==> config.mk <==
export PLATFORM = sky130hd
export DESIGN_NAME = card_clk_divider
export DESIGN_NICKNAME = d
export VERILOG_FILES = /design/src/rtl/ckdv_pkg.sv /design/src/rtl/ckdv_counter.sv /design/src/rtl/ckdv_ratio_sel.sv /design/src/rtl/ckdv_gate.sv /design/src/rtl/card_clk_divider.sv
export SDC_FILE = /design/constraint.sdc
export NUM_CORES = 1
export LEC_CHECK = 0
export BUFFER_PORTS_ARGS = -buffer_cell sky130_fd_sc_hd__buf_2
export CAP_MARGIN = 30
export CORE_AREA = 2 2 39 41
export DETAILED_ROUTE_END_ITERATION = 8
export DIE_AREA = 0 0 41 43
export SLEW_MARGIN = 20
export SYNTH_ARGS = -nofsm -noshare
export SYNTH_HDL_FRONTEND = slang
export SYNTH_SLANG_ARGS = --single-unit
==> constraint.sdc <==
create_clock -name clk -period 2.25 [get_ports clk]
set_input_delay 0.3375 -clock clk [delete_from_list [all_inputs] [get_ports clk]]
set_output_delay 0.3375 -clock clk [all_outputs]
set_load 0.005 [all_outputs]
==> src/rtl/ckdv_pkg.sv <==
package ckdv_pkg;

  typedef enum logic {
    CK_STOPPED = 1'b0,
    CK_RUNNING = 1'b1
  } gate_e;

  // Prefix XOR: converts a Gray-coded select value to binary.
  function automatic int unsigned gray_to_bin(input int unsigned g);
    int unsigned b;
    b = g;
    for (int s = 1; s < 32; s = s * 2) begin
      b = b ^ (b >> s);
    end
    return b;
  endfunction

endpackage

==> src/rtl/ckdv_counter.sv <==
module ckdv_counter #(
  parameter int CW = 4
) (
  input  logic          clk,
  input  logic          rst,
  output logic [CW-1:0] cnt_q,
  output logic [CW-1:0] cnt_d,
  output logic [CW-1:0] phase_edge
);

  // Bit k of the count is the clock that divides by 2^k relative to the reference.
  assign cnt_d = cnt_q + CW'(1);

  always_ff @(posedge clk) begin
    if (rst) cnt_q <= '0;
    else     cnt_q <= cnt_d;
  end

  // phase_edge[k]: the next edge is a falling boundary of divided clock k.
  for (genvar k = 0; k < CW; k++) begin : g_edge
    assign phase_edge[k] = &cnt_q[k:0];
  end

endmodule

==> src/rtl/ckdv_ratio_sel.sv <==
module ckdv_ratio_sel
  import ckdv_pkg::*;
#(
  parameter int SEL_W = 2
) (
  input  logic             clk,
  input  logic             rst,
  input  logic [SEL_W-1:0] sel_pin,
  input  logic             wrap,
  output logic [SEL_W-1:0] act_q,
  output logic [SEL_W-1:0] act_d
);

  localparam int NR = 2 ** SEL_W;

  logic [SEL_W-1:0] sel_q;
  logic [SEL_W-1:0] shift_req;

  // The select code is Gray-ordered from the slowest ratio to the fastest.
  always_comb begin
    shift_req = SEL_W'(NR - 1 - int'(gray_to_bin(int'(sel_q))));
  end

  assign act_d = wrap ? shift_req : act_q;

  always_ff @(posedge clk) begin
    if (rst) begin
      sel_q <= '0;
      act_q <= SEL_W'(NR - 1);
    end else begin
      sel_q <= sel_pin;
      act_q <= act_d;
    end
  end

  // the active ratio moves only when all divided clocks fall together.
  assert_switch_on_wrap_R4: assert property (@(posedge clk) disable iff (rst)
    (act_q != $past(act_q)) |-> $past(wrap));

endmodule

==> src/rtl/ckdv_gate.sv <==
module ckdv_gate
  import ckdv_pkg::*;
#(
  parameter int SEL_W = 2,
  parameter int CW    = 4
) (
  input  logic             clk,
  input  logic             rst,
  input  logic             run_pin,
  input  logic [CW-1:0]    phase_edge,
  input  logic [SEL_W-1:0] act_q,
  output gate_e            run_q,
  output gate_e            run_d
);

  logic  en_q;
  logic  at_low_start;
  gate_e req;

  assign at_low_start = phase_edge[act_q];
  assign req          = en_q ? CK_RUNNING : CK_STOPPED;
  assign run_d        = at_low_start ? req : run_q;

  always_ff @(posedge clk) begin
    if (rst) begin
      en_q  <= 1'b0;
      run_q <= CK_STOPPED;
    end else begin
      en_q  <= run_pin;
      run_q <= run_d;
    end
  end

  // the gate changes state only at a falling boundary of the selected clock.
  assert_gate_on_low_R6: assert property (@(posedge clk) disable iff (rst)
    (run_q != $past(run_q)) |-> $past(at_low_start));

endmodule

==> src/rtl/card_clk_divider.sv <==
module card_clk_divider
  import ckdv_pkg::*;
#(
  parameter int SEL_W = 2
) (
  input  logic             clk,
  input  logic             rst,
  input  logic [SEL_W-1:0] ratio_sel,
  input  logic             run_en,
  output logic             card_clk
);

  localparam int NR = 2 ** SEL_W;
  localparam int CW = NR;

  logic [CW-1:0]    cnt_q;
  logic [CW-1:0]    cnt_d;
  logic [CW-1:0]    phase_edge;
  logic [SEL_W-1:0] act_q;
  logic [SEL_W-1:0] act_d;
  gate_e            run_q;
  gate_e            run_d;

  ckdv_counter #(.CW(CW)) u_counter (
    .clk        (clk),
    .rst        (rst),
    .cnt_q      (cnt_q),
    .cnt_d      (cnt_d),
    .phase_edge (phase_edge)
  );

  ckdv_ratio_sel #(.SEL_W(SEL_W)) u_ratio (
    .clk     (clk),
    .rst     (rst),
    .sel_pin (ratio_sel),
    .wrap    (phase_edge[CW-1]),
    .act_q   (act_q),
    .act_d   (act_d)
  );

  ckdv_gate #(.SEL_W(SEL_W), .CW(CW)) u_gate (
    .clk        (clk),
    .rst        (rst),
    .run_pin    (run_en),
    .phase_edge (phase_edge),
    .act_q      (act_q),
    .run_q      (run_q),
    .run_d      (run_d)
  );

  // The output register sees the next counter, ratio and gate state,
  // so card_clk lines up with the registered state.
  always_ff @(posedge clk) begin
    if (rst) card_clk <= 1'b0;
    else     card_clk <= (run_d == CK_RUNNING) && cnt_d[act_d];
  end

  logic [CW-1:0] half_mask;
  assign half_mask = (CW'(1) << act_q) - CW'(1);

  // a stopped gate never lets a high level through.
  assert_stopped_low_R1: assert property (@(posedge clk) disable iff (rst)
    card_clk |-> (run_q == CK_RUNNING));

  // every output edge falls on a half-period boundary of the active ratio.
  assert_edge_aligned_R3: assert property (@(posedge clk) disable iff (rst)
    (card_clk != $past(card_clk)) |-> ((cnt_q & half_mask) == '0));

endmodule

==> summary.txt <==
Run status
  – Status: finished clean

Die
  – Die ar.: 1760 sq um
  – Die height: 43 um
  – Rows: 14
  – Core Region: 1380 sq um
  – Initial Utilization: 0.326
  – Io pins: 6
  – Die Width: 41 um

GRT
  – First-pass GRT wire length: 1.22 mm
  – Total global routing overflow: 0
  – Vias in the first global route: 307
  – Total GRT Usage: 0.113
  – Initial antenna violation count: 0
  – Pin count of the biggest net entering global routing: 12

Synthesis
  – Synthesized Nets: 49
  – Post-synthesis instance total: 41
  – Yosys Warn Count: 0
  – Syn Area/Cell: 11.0 sq um
  – Seq/Total Area, Yosys: 0.488
  – Yosys reg bits: 11
  – Synthesized cell area: 452 sq um
  – Unique cell type count in the Yosys netlist: 16

Pwr
  – Flop pwr share: 0.575
  – Net Switching: 0.0000795 W
  – Logic gate share of total power: 0.060
  – Switching Fraction: 0.219
  – Internal power: 0.000283 W
  – Clock Power Share: 0.365
  – Power Dens Cells: 699 nW/um^2
  – IR drop worst, VDD: 0.000385 V
  – Static Leak: 0.236 nW

Critical path
  – Critical path peak fanout: 6
  – R2R Path Start: u_counter.cnt_q[0]
  – R2r endpoint: card_clk
  – Crit path launch type: flop
  – R2R Setup Slk: 0.57 ns
  – FF-to-FF path depth: 5
  – CP Class: flop to flop
  – CP Data Required Time: 2.41 ns
  – Worst EP arrival: 1.84 ns
  – CP Capture Type: flop

Placement
  – Pre-CTS WS: 0.564 ns
  – Area after DPL: 493 sq um
  – Port Buf Inserts: 5
  – Gpl congestion: 0.789
  – Hpwl dp: 535 um

Clocking
  – TritonCTS Sinks: 11
  – CTS clock-pin slew for the worst setup and hold paths: 0.07 ns
  – Post-CTS Setup Bufs: 0
  – Post_cts resized: 0
  – TritonCTS clock tree: done
  – Clock Root Buffer: clkbuf_4
  – Clock Path Buffers: 2
  – Clock latency on the worst-skew pair: 0.27 ns
  – H-tree levels: 1
  – Hold Buf Count CTS: 0
  – CTS buffer count: 3

Timing
  – Min Hold Slack: 0.274 ns
  – RSZ-0062 raised after global routing: false
  – Fin crit period: 1.68 ns
  – Tcrit/Tclk final: 0.748
  – Final hold viol count: 0
  – Final clock skew: 0.00294 ns
  – Slew @ Worst Pin: 0.188 ns
  – Slew Viols, Final: 0
  – Slew Limit Headroom: 0.871
  – Setup TNS Final: 0 ns
  – Post-layout worst setup margin: 0.567 ns
  – F_max: 594 MHz
  – Final setup fails: 0

Layout
  – Ant diodes: 0
  – Share of cells above drive strength 1: 0.245
  – Synthesis-to-finish area growth: 15.0%
  – Nets@finish: 58
  – Post-Route Utilization: 0.375
  – Post-route cell area: 519 sq um
  – Fill count: 140

Worst hold path
  – Min-Delay Path Class: primary input to flop
  – Hold Path End: u_ratio.sel_q[0]
  – Hold Path Depth: 2
  – Hold Crit Start: ratio_sel[0]

Routing
  – Antenna viol nets, final: 0
  – Starting DRT DRC Count: 1
  – Vias per cell: 4.69
  – Routed wire length: 707 um
  – DRT Pass-1 Iters: 2
  – DRC viols: 0
  – Routed vias: 305
  – WL per Instance: 10.9 um

Job
  – Max-Cap Viols: 0
-- state kept, by name, indices dropped and copies added (netlist names) --
name and count:
u_ratio.act_q 2, u_gate.run_q 1, u_ratio.sel_q 2, u_gate.en_q 1, u_counter.cnt_q 4, card_clk 1
-- layout make-up --
| class | count | area (sq um) | share of cell area |
|---|---|---|---|
| multi-input cells | 27 | 220 | 0.424 |
| clock buffers | 4 | 26.3 | 0.0506 |
| flip-flops and latches | 11 | 220 | 0.424 |
| repair buffers | 5 | 25.0 | 0.0482 |
| inverters | 2 | 7.51 | 0.0145 |
| well taps | 16 | 20.0 | 0.0386 |
-- power by group through the flow --
stage / registers, W / clock network, W / logic, W
after floorplan: 0.000212 / 0 / 0.0000150
after global placement: 0.000213 / 0 / 0.0000217
after detailed placement: 0.000213 / 0 / 0.0000220
after CTS: 0.000208 / 0.000136 / 0.0000222
after global routing: 0.000209 / 0.000149 / 0.0000253
final: 0.000208 / 0.000132 / 0.0000219
-- worst max-delay path, stage by stage, from the launching register on --
cell,delay [ns]
dfxtp_1,0.41
ha_1,0.19
nand3_1,0.09
mux2_4,0.32
mux4_2,0.42
nor3b_1,0.15
-- routing by layer --
layer	global-route usage	vias up	wire length, um
met1	0.130	143	319
met5	0	-	0
met3	0.0157	4	19
li1	-	151	-
met4	0.140	0	46
met2	0.150	7	322
-- placed cells by master (no fill, tap or decap) --
master and n:
dfxtp_1 11, xnor2_1 2, or2_2 2, o22ai_1 1, a21boi_0 1, nor2b_1 6
inv_1 2, mux2_4 1, nand2_1 1, clkbuf_4 3, buf_2 5, mux4_2 1
nand3_1 3, nor3b_1 1, mux2i_1 3, nor2_1 2, ha_1 3, clkbuf_1 1
-- cell families (layout without fill, tap and decap cells) --
group           count (synthesis)  after routing  share of synthesized area
xor+xnor                        2              2                     0.0388
buf+inv                         3             11                     0.0249
mux                             5              5                      0.150
simple gates                   15             15                      0.186
compound gates                  2              2                     0.0305
fa+ha+maj                       3              3                     0.0831
flops                          11             11                      0.488
-- per-stage QoR --
| stage | total power, W | cells |
|---|---|---|
| final | 0.000363 | 65 |
| after global routing | 0.000383 | 65 |
| after global placement | 0.000234 | 61 |
| after detailed placement | 0.000235 | 61 |
| after CTS | 0.000367 | 65 |
| after floorplan | 0.000227 | 41 |
-- synthesized netlist by cell type, drive strengths merged --
| library cell | count | area [sq um] |
|---|---|---|
| ha | 3 | 37.5 |
| xnor2 | 2 | 17.5 |
| a21boi | 1 | 7.51 |
| dfxtp | 11 | 220 |
| inv | 2 | 7.51 |
| mux2i | 3 | 30.0 |
| nor3b | 1 | 7.51 |
| nand3 | 3 | 15.0 |
| o22ai | 1 | 6.26 |
| nor2b | 6 | 37.5 |
| nor2 | 2 | 7.51 |
| clkbuf | 1 | 3.75 |
| mux2 | 1 | 15.0 |
| mux4 | 1 | 22.5 |
| nand2 | 1 | 3.75 |
| or2 | 2 | 12.5 |
-- worst max path at each step --
stage	depth (start not counted)	end	from
floorplan	5	card_clk	u_counter.cnt_q[0]
global placement	5	card_clk	u_counter.cnt_q[0]
detailed placement	5	card_clk	u_counter.cnt_q[0]
CTS	5	card_clk	u_counter.cnt_q[0]
global route	5	card_clk	u_counter.cnt_q[0]
finish	5	card_clk	u_counter.cnt_q[0]
No activity file was read; power rests on OpenSTA's default activity.
